$ cat src/rtl/kbd_scan_pkg.sv
package kbd_scan_pkg;

    typedef enum logic [1:0] {
        KM_SCAN       = 2'd0,
        KM_SENSOR     = 2'd1,
        KM_STROBE     = 2'd2,
        KM_STROBE_ALT = 2'd3
    } kmode_e;

    typedef enum logic [1:0] {
        DB_IDLE = 2'd0,
        DB_WAIT = 2'd1,
        DB_HELD = 2'd2
    } db_state_e;

endpackage

$ cat src/rtl/kbd_debounce.sv
module kbd_debounce
    import kbd_scan_pkg::*;
#(
    parameter int ROWS      = 8,
    parameter int COLS      = 8,
    parameter int DEB_SCANS = 4,
    localparam int RW       = $clog2(ROWS),
    localparam int CW       = $clog2(COLS),
    localparam int CODEW    = 2 + RW + CW
) (
    input  logic             clk,
    input  logic             rst_n,
    input  logic             enable_i,
    input  logic             row_valid_i,
    input  logic [RW-1:0]    row_idx_i,
    input  logic [COLS-1:0]  ret_i,
    input  logic             shift_i,
    input  logic             ctrl_i,
    output logic             push_o,
    output logic [CODEW-1:0] code_o
);

    localparam int CNTW = $clog2(DEB_SCANS + 1);

    typedef struct packed {
        db_state_e       st;
        logic [RW-1:0]   row;
        logic [CW-1:0]   col;
        logic [CNTW-1:0] cnt;
    } db_t;

    db_t q, d;
    logic [CW-1:0] low_col;
    logic          any_closed;

    always_comb begin
        any_closed = |ret_i;
        low_col    = '0;
        for (int i = COLS - 1; i >= 0; i--) begin
            if (ret_i[i]) low_col = CW'(i);
        end

        d      = q;
        push_o = 1'b0;
        code_o = {ctrl_i, shift_i, q.row, q.col};

        if (!enable_i) begin
            d.st  = DB_IDLE;
            d.cnt = '0;
        end else if (row_valid_i) begin
            unique case (q.st)
                DB_IDLE: begin
                    if (any_closed) begin
                        d.st  = DB_WAIT;
                        d.row = row_idx_i;
                        d.col = low_col;
                        d.cnt = '0;
                    end
                end
                DB_WAIT: begin
                    if (row_idx_i == q.row) begin
                        if (ret_i[q.col]) begin
                            if (q.cnt == CNTW'(DEB_SCANS - 1)) begin
                                push_o = 1'b1;
                                d.st   = DB_HELD;
                            end else begin
                                d.cnt = q.cnt + 1'b1;
                            end
                        end else begin
                            d.st = DB_IDLE;
                        end
                    end
                end
                DB_HELD: begin
                    if (row_idx_i == q.row && !ret_i[q.col]) d.st = DB_IDLE;
                end
                default: d.st = DB_IDLE;
            endcase
        end
    end

    always_ff @(posedge clk or negedge rst_n) begin
        if (!rst_n) begin
            q.st  <= DB_IDLE;
            q.row <= '0;
            q.col <= '0;
            q.cnt <= '0;
        end else begin
            q <= d;
        end
    end

endmodule

$ cat src/rtl/kbd_store.sv
module kbd_store #(
    parameter int DEPTH  = 8,
    parameter int WIDTH  = 8,
    localparam int AW    = $clog2(DEPTH),
    localparam int CNTW  = $clog2(DEPTH + 1)
) (
    input  logic             clk,
    input  logic             rst_n,
    input  logic             flush_i,
    input  logic             sensor_i,
    input  logic             push_i,
    input  logic [WIDTH-1:0] push_data_i,
    input  logic             row_wr_i,
    input  logic [AW-1:0]    row_addr_i,
    input  logic [WIDTH-1:0] row_data_i,
    input  logic             pop_i,
    input  logic [AW-1:0]    rd_addr_i,
    output logic [WIDTH-1:0] rd_data_o,
    output logic [CNTW-1:0]  count_o,
    output logic             full_o,
    output logic             empty_o,
    output logic             overrun_o
);

    typedef struct packed {
        logic [DEPTH-1:0][WIDTH-1:0] mem;
        logic [AW-1:0]               wr;
        logic [AW-1:0]               rd;
        logic [CNTW-1:0]             count;
        logic                        ovr;
    } st_t;

    st_t q, d;
    logic inc, dec;

    function automatic logic [AW-1:0] step(input logic [AW-1:0] p);
        return (p == AW'(DEPTH - 1)) ? '0 : p + 1'b1;
    endfunction

    always_comb begin
        d   = q;
        inc = 1'b0;
        dec = 1'b0;
        if (flush_i) begin
            d.wr    = '0;
            d.rd    = '0;
            d.count = '0;
            d.ovr   = 1'b0;
        end else if (sensor_i) begin
            if (row_wr_i) d.mem[row_addr_i] = row_data_i;
        end else begin
            if (push_i) begin
                if (q.count == CNTW'(DEPTH)) begin
                    d.ovr = 1'b1;
                end else begin
                    d.mem[q.wr] = push_data_i;
                    d.wr        = step(q.wr);
                    inc         = 1'b1;
                end
            end
            if (pop_i && q.count != '0) begin
                d.rd = step(q.rd);
                dec  = 1'b1;
            end
            d.count = q.count + CNTW'(inc) - CNTW'(dec);
        end
    end

    always_ff @(posedge clk or negedge rst_n) begin
        if (!rst_n) begin
            q.mem   <= '0;
            q.wr    <= '0;
            q.rd    <= '0;
            q.count <= '0;
            q.ovr   <= 1'b0;
        end else begin
            q <= d;
        end
    end

    assign rd_data_o = sensor_i ? q.mem[rd_addr_i] : q.mem[q.rd];
    assign count_o   = q.count;
    assign full_o    = (q.count == CNTW'(DEPTH));
    assign empty_o   = (q.count == '0);
    assign overrun_o = q.ovr;

endmodule

$ cat src/rtl/kbd_scan_fifo.sv
module kbd_scan_fifo
    import kbd_scan_pkg::*;
#(
    parameter int ROWS      = 8,
    parameter int COLS      = 8,
    parameter int DEB_SCANS = 4,
    localparam int RW       = $clog2(ROWS),
    localparam int CW       = $clog2(COLS),
    localparam int CNTW     = $clog2(ROWS + 1),
    localparam int CODEW    = 2 + RW + CW
) (
    input  logic            clk,
    input  logic            rst_n,
    input  logic [1:0]      mode_i,
    input  logic            row_valid_i,
    input  logic [RW-1:0]   row_idx_i,
    input  logic [COLS-1:0] ret_i,
    input  logic            shift_i,
    input  logic            ctrl_i,
    input  logic            strobe_i,
    input  logic            rd_en_i,
    input  logic [RW-1:0]   rd_addr_i,
    output logic [COLS-1:0] rd_data_o,
    output logic [CNTW-1:0] count_o,
    output logic            full_o,
    output logic            empty_o,
    output logic            irq_o,
    output logic            overrun_o
);

    typedef struct packed {
        logic [1:0] mode;
        logic       strobe;
    } top_t;

    top_t q, d;

    logic             flush, is_scan, is_sensor, is_strobe;
    logic             db_push, strobe_rise, push;
    logic [CODEW-1:0] db_code;
    logic [COLS-1:0]  push_data;

    always_comb begin
        d.mode      = mode_i;
        d.strobe    = strobe_i;
        flush       = (mode_i != q.mode);
        is_scan     = (mode_i == KM_SCAN);
        is_sensor   = (mode_i == KM_SENSOR);
        is_strobe   = mode_i[1];
        strobe_rise = strobe_i && !q.strobe;
        push        = !flush && ((is_scan && db_push) || (is_strobe && strobe_rise));
        push_data   = is_strobe ? ret_i : COLS'(db_code);
    end

    always_ff @(posedge clk or negedge rst_n) begin
        if (!rst_n) begin
            q.mode   <= KM_SCAN;
            q.strobe <= 1'b0;
        end else begin
            q <= d;
        end
    end

    kbd_debounce #(
        .ROWS      (ROWS),
        .COLS      (COLS),
        .DEB_SCANS (DEB_SCANS)
    ) u_deb (
        .clk         (clk),
        .rst_n       (rst_n),
        .enable_i    (is_scan && !flush),
        .row_valid_i (row_valid_i),
        .row_idx_i   (row_idx_i),
        .ret_i       (ret_i),
        .shift_i     (shift_i),
        .ctrl_i      (ctrl_i),
        .push_o      (db_push),
        .code_o      (db_code)
    );

    kbd_store #(
        .DEPTH (ROWS),
        .WIDTH (COLS)
    ) u_store (
        .clk         (clk),
        .rst_n       (rst_n),
        .flush_i     (flush),
        .sensor_i    (is_sensor),
        .push_i      (push),
        .push_data_i (push_data),
        .row_wr_i    (is_sensor && row_valid_i),
        .row_addr_i  (row_idx_i),
        .row_data_i  (ret_i),
        .pop_i       (rd_en_i),
        .rd_addr_i   (rd_addr_i),
        .rd_data_o   (rd_data_o),
        .count_o     (count_o),
        .full_o      (full_o),
        .empty_o     (empty_o),
        .overrun_o   (overrun_o)
    );

    assign irq_o = !is_sensor && !empty_o;

endmodule

$ cat config.mk
export PLATFORM = sky130hd
export DESIGN_NAME = kbd_scan_fifo
export DESIGN_NICKNAME = d
export VERILOG_FILES = /design/src/rtl/kbd_scan_pkg.sv /design/src/rtl/kbd_debounce.sv /design/src/rtl/kbd_store.sv /design/src/rtl/kbd_scan_fifo.sv
export SDC_FILE = /design/constraint.sdc
export NUM_CORES = 1
export LEC_CHECK = 0
export BUFFER_PORTS_ARGS = -buffer_cell sky130_fd_sc_hd__buf_4
export CAP_MARGIN = 20
export CORE_MARGIN = 1
export CORE_UTILIZATION = 35
export CTS_BUF_LIST = sky130_fd_sc_hd__clkbuf_16
export CTS_CLUSTER_DIAMETER = 150
export DETAILED_ROUTE_END_ITERATION = 12
export GPL_ROUTABILITY_DRIVEN = 1
export PLACE_DENSITY = 0.52
export REMOVE_ABC_BUFFERS = 1
export SYNTH_ARGS = -nofsm -noshare
export SYNTH_HDL_FRONTEND = slang
export SYNTH_HIERARCHICAL = 1
export SYNTH_SLANG_ARGS = --single-unit
$ cat constraint.sdc
create_clock -name clk -period 3.1 [get_ports clk]
set_input_delay 0.62 -clock clk [delete_from_list [all_inputs] [get_ports clk]]
set_output_delay 0.62 -clock clk [all_outputs]
set_load 0.02 [all_outputs]
==> key figures <==
Clock network
  – CTS tree: yes
  – Clock sink count: 89
  – Clock Latency Late Sink: ~0.36 ns
  – Post-CTS Hold Buffers: 0
  – Root buffer cell: clkbuf_16
  – Clock-pin slew on the worst setup and hold paths: roughly 0.070 ns
  – CTS Buf Count: 9
  – Htree depth: 3
  – Clock Tree Buf Depth: 2

Timing
  – Final worst-path cycle share: 0.963
  – Worst Max-Slew Pin Slew: just under 0.8 ns
  – Final hold vios: 0
  – Slew Limit Fails: 0
  – Setup WS post-layout: 0.116 ns
  – RSZ-0062 raised after global routing: yes
  – Peak Freq: between 300 and 400 MHz
  – Rel. slew slack: 0.471
  – Post-layout min period: 2.98 ns
  – Setup Skew: between 0.01 and 0.015 ns
  – Hold Slack: approximately 0.26 ns
  – Setup-failing EPs final: 0

Synth
  – Cell variety after synth: just under 60
  – Synth warn: 6
  – Yosys top cell area share: 0.356
  – Synth area leader: dfrtp_1
  – Synth Area per Inst: 10.7 µm²
  – Syn Inst Count: between 500 and 600
  – Ys async rst share: 1.00
  – Mapped Area: ~6300 µm²
  – Most numerous cell in the Yosys netlist: dfrtp_1
  – Post-synthesis sequential area ratio: 0.356
  – Dominant synthesized flop cell: dfrtp_1
  – Yosys reg bits: between 80 and 90
  – Leading cell types by count after synthesis: dfrtp_1, nand2_1, mux2_2, o21ai_0, mux4_2
  – Synth area leaders: dfrtp_1, mux4_2, mux2_2
  – EDFF count, synth: 0

Layout
  – Fin cells: about 900
  – Multi-input gate area: 3690 µm²
  – Ant. Diodes: 0
  – Number of fill cells: ~1.6k
  – Post-route cell area: ~7400 µm²
  – Nets: 687
  – Register Area: 2230 µm²
  – Ratio of cells with drive above 1 in the final layout: 0.379
  – Syn-to-layout area delta: 18.7%

Worst setup path
  – CP required: 3.34 ns
  – Setup CP Type: flop to flop
  – Kind of end point of the critical path: flop
  – Startpoint Class: flop
  – Worst r2r src: u_deb/code_o[3]
  – Crit. Startpoint: u_deb/code_o[3]
  – R2r setup slk: around 0.12 ns
  – Max FO, Critical Path: 7
  – CP Data Arrival Time: approximately 3.2 ns
  – Reg2reg end: u_store/q[42]
  – Worst r2r path cells: 13

Drt
  – Via count: between 5k and 6k
  – Final wirelength: roughly 19000 µm
  – DR WL/cell: ~22 µm
  – Initial DRC count: 473
  – Number of nets with antenna violations after routing: 0
  – Drt pass-1 iters: 7
  – DRC Markers: 0
  – Drt via density: a little under 6

Outcome
  – Status: finished clean

GRT
  – First-pass GRT wire length: approximately 30000 µm
  – Number of global-route vias before repair: roughly 5.0k
  – Antenna violations before repair: 0
  – Largest net degree at the start of global routing: 44
  – All-layer global routing usage: 0.225
  – GRT overflow: 0

Die
  – DIE HEIGHT: approximately 140 µm
  – DIE WIDTH: roughly 140 µm
  – # rows: 48
  – Die Footprint: roughly 18000 µm²
  – Top-Level Pins: 39
  – Core footprint: around 17000 µm²
  – Initial Utilization: 0.360

Place
  – DP HPWL: 13700 µm
  – GPL Wtd Cong: slightly above 0.9
  – Placed Instances: between 800 and 900
  – Port Buf Inserts: 38
  – Worst slack, placed: -0.181 ns
  – Dpl cell area: slightly above 7000 µm²

Power and ir drop
  – Leak Pwr: approximately 3.2 nW
  – Total chip power: ~3.2 mW
  – Pwr per Cell Area: 427 nW/µm²
  – Worst VDD drop: approximately 0.24 mV

Worst hold path
  – Min-Delay Path Class: primary input to async pin

Run
  – Max Cap Viol: 0
## area by class of cell
type / instances / area share
timing repair buffer: 110 / 0.113
clock inverter: 7 / 0.0131
clock buffer: 9 / 0.0303
inverter: 17 / 0.00860
tap: 225 / 0.0379
multi-input combinational: 425 / 0.497
sequential: 89 / 0.300
## layer usage
layer,up-vias,share of wire,GRT usage
li1,2298,-,-
met1,2535,0.45,0.313
met2,216,0.45,0.349
met3,48,0.067,0.0355
met4,0,0.033,0.0880
met5,-,0,0
## critical path, cell delays in order, from the launching register on
cell     delay [ns]
dfrtp_1        0.41
xor2_1         0.19
nor3_1         0.20
buf_4          0.16
nand2_1        0.06
nor3_2         0.17
nor3b_2        0.18
o211a_1        0.17
buf_4          0.11
and2b_2        0.17
a21oi_4        0.14
nor4_4         0.33
buf_4          0.23
mux2_2         0.35
## registers in the layout, indices dropped and copies added, names as in the netlist
signal             cells
u_store/count_o        4
u_store/overrun_o      1
q                      3
u_store/q             70
u_deb/code_o           6
u_deb/q                5
## power by group
part	switching (mW)	internal, mW	leakage, nW
Sequential	0.0574	1.21	1.22
Clock	0.497	0.713	0.154
Combinational	0.375	0.321	1.81
Total	0.929	2.24	3.18
## placed cells by master, fill, tap and decap left out, types with 16 or more instances in the layout
cell type / count
dfrtp_1: 88
nor2_1: 17
inv_1: 17
buf_4: 106
mux4_2: 32
mux2_2: 63
mux2i_1: 16
o21ai_0: 61
a21oi_1: 16
nand2_1: 75
## how the worst max path moves through the flow
stage                              end  slack (ns)  cells after the start
finish                   u_store/q[42]        0.12                     13
global route             u_store/q[55]       0.006                     13
CTS                 u_store/count_o[2]        0.01                     14
detailed placement  u_store/count_o[2]       -0.18                     16
global placement         u_store/q[23]       -0.16                     14
floorplan           u_store/count_o[2]       -0.33                     13
## metrics by stage
| stage | setup TNS, ns | utilization |
|---|---|---|
| finish | 0 | 0.428 |
| global route | 0 | 0.428 |
| CTS | 0 | 0.424 |
| detailed placement | -7.20 | 0.406 |
| global placement | -6.81 | 0.406 |
| floorplan | -14.34 | - |
## logic make-up (layout without fill, tap and decap cells)
family / Yosys count / in the layout / synth area share
AO/OA/AOI/OAI: 138 / 138 / 0.140
XOR/XNOR: 9 / 9 / 0.0126
adder cells (fa/ha/maj): 12 / 12 / 0.0252
buffers and inverters: 69 / 143 / 0.0566
flip-flops: 89 / 89 / 0.356
multiplexers: 115 / 115 / 0.261
AND/OR/NAND/NOR: 151 / 151 / 0.148
## timing repair
action,in CTS,in global routing
buffers inserted,0,4
gates resized for setup,1,7
setup endpoints to repair,5,58
pin swaps,0,9
No activity file was read; power rests on OpenSTA's default activity.
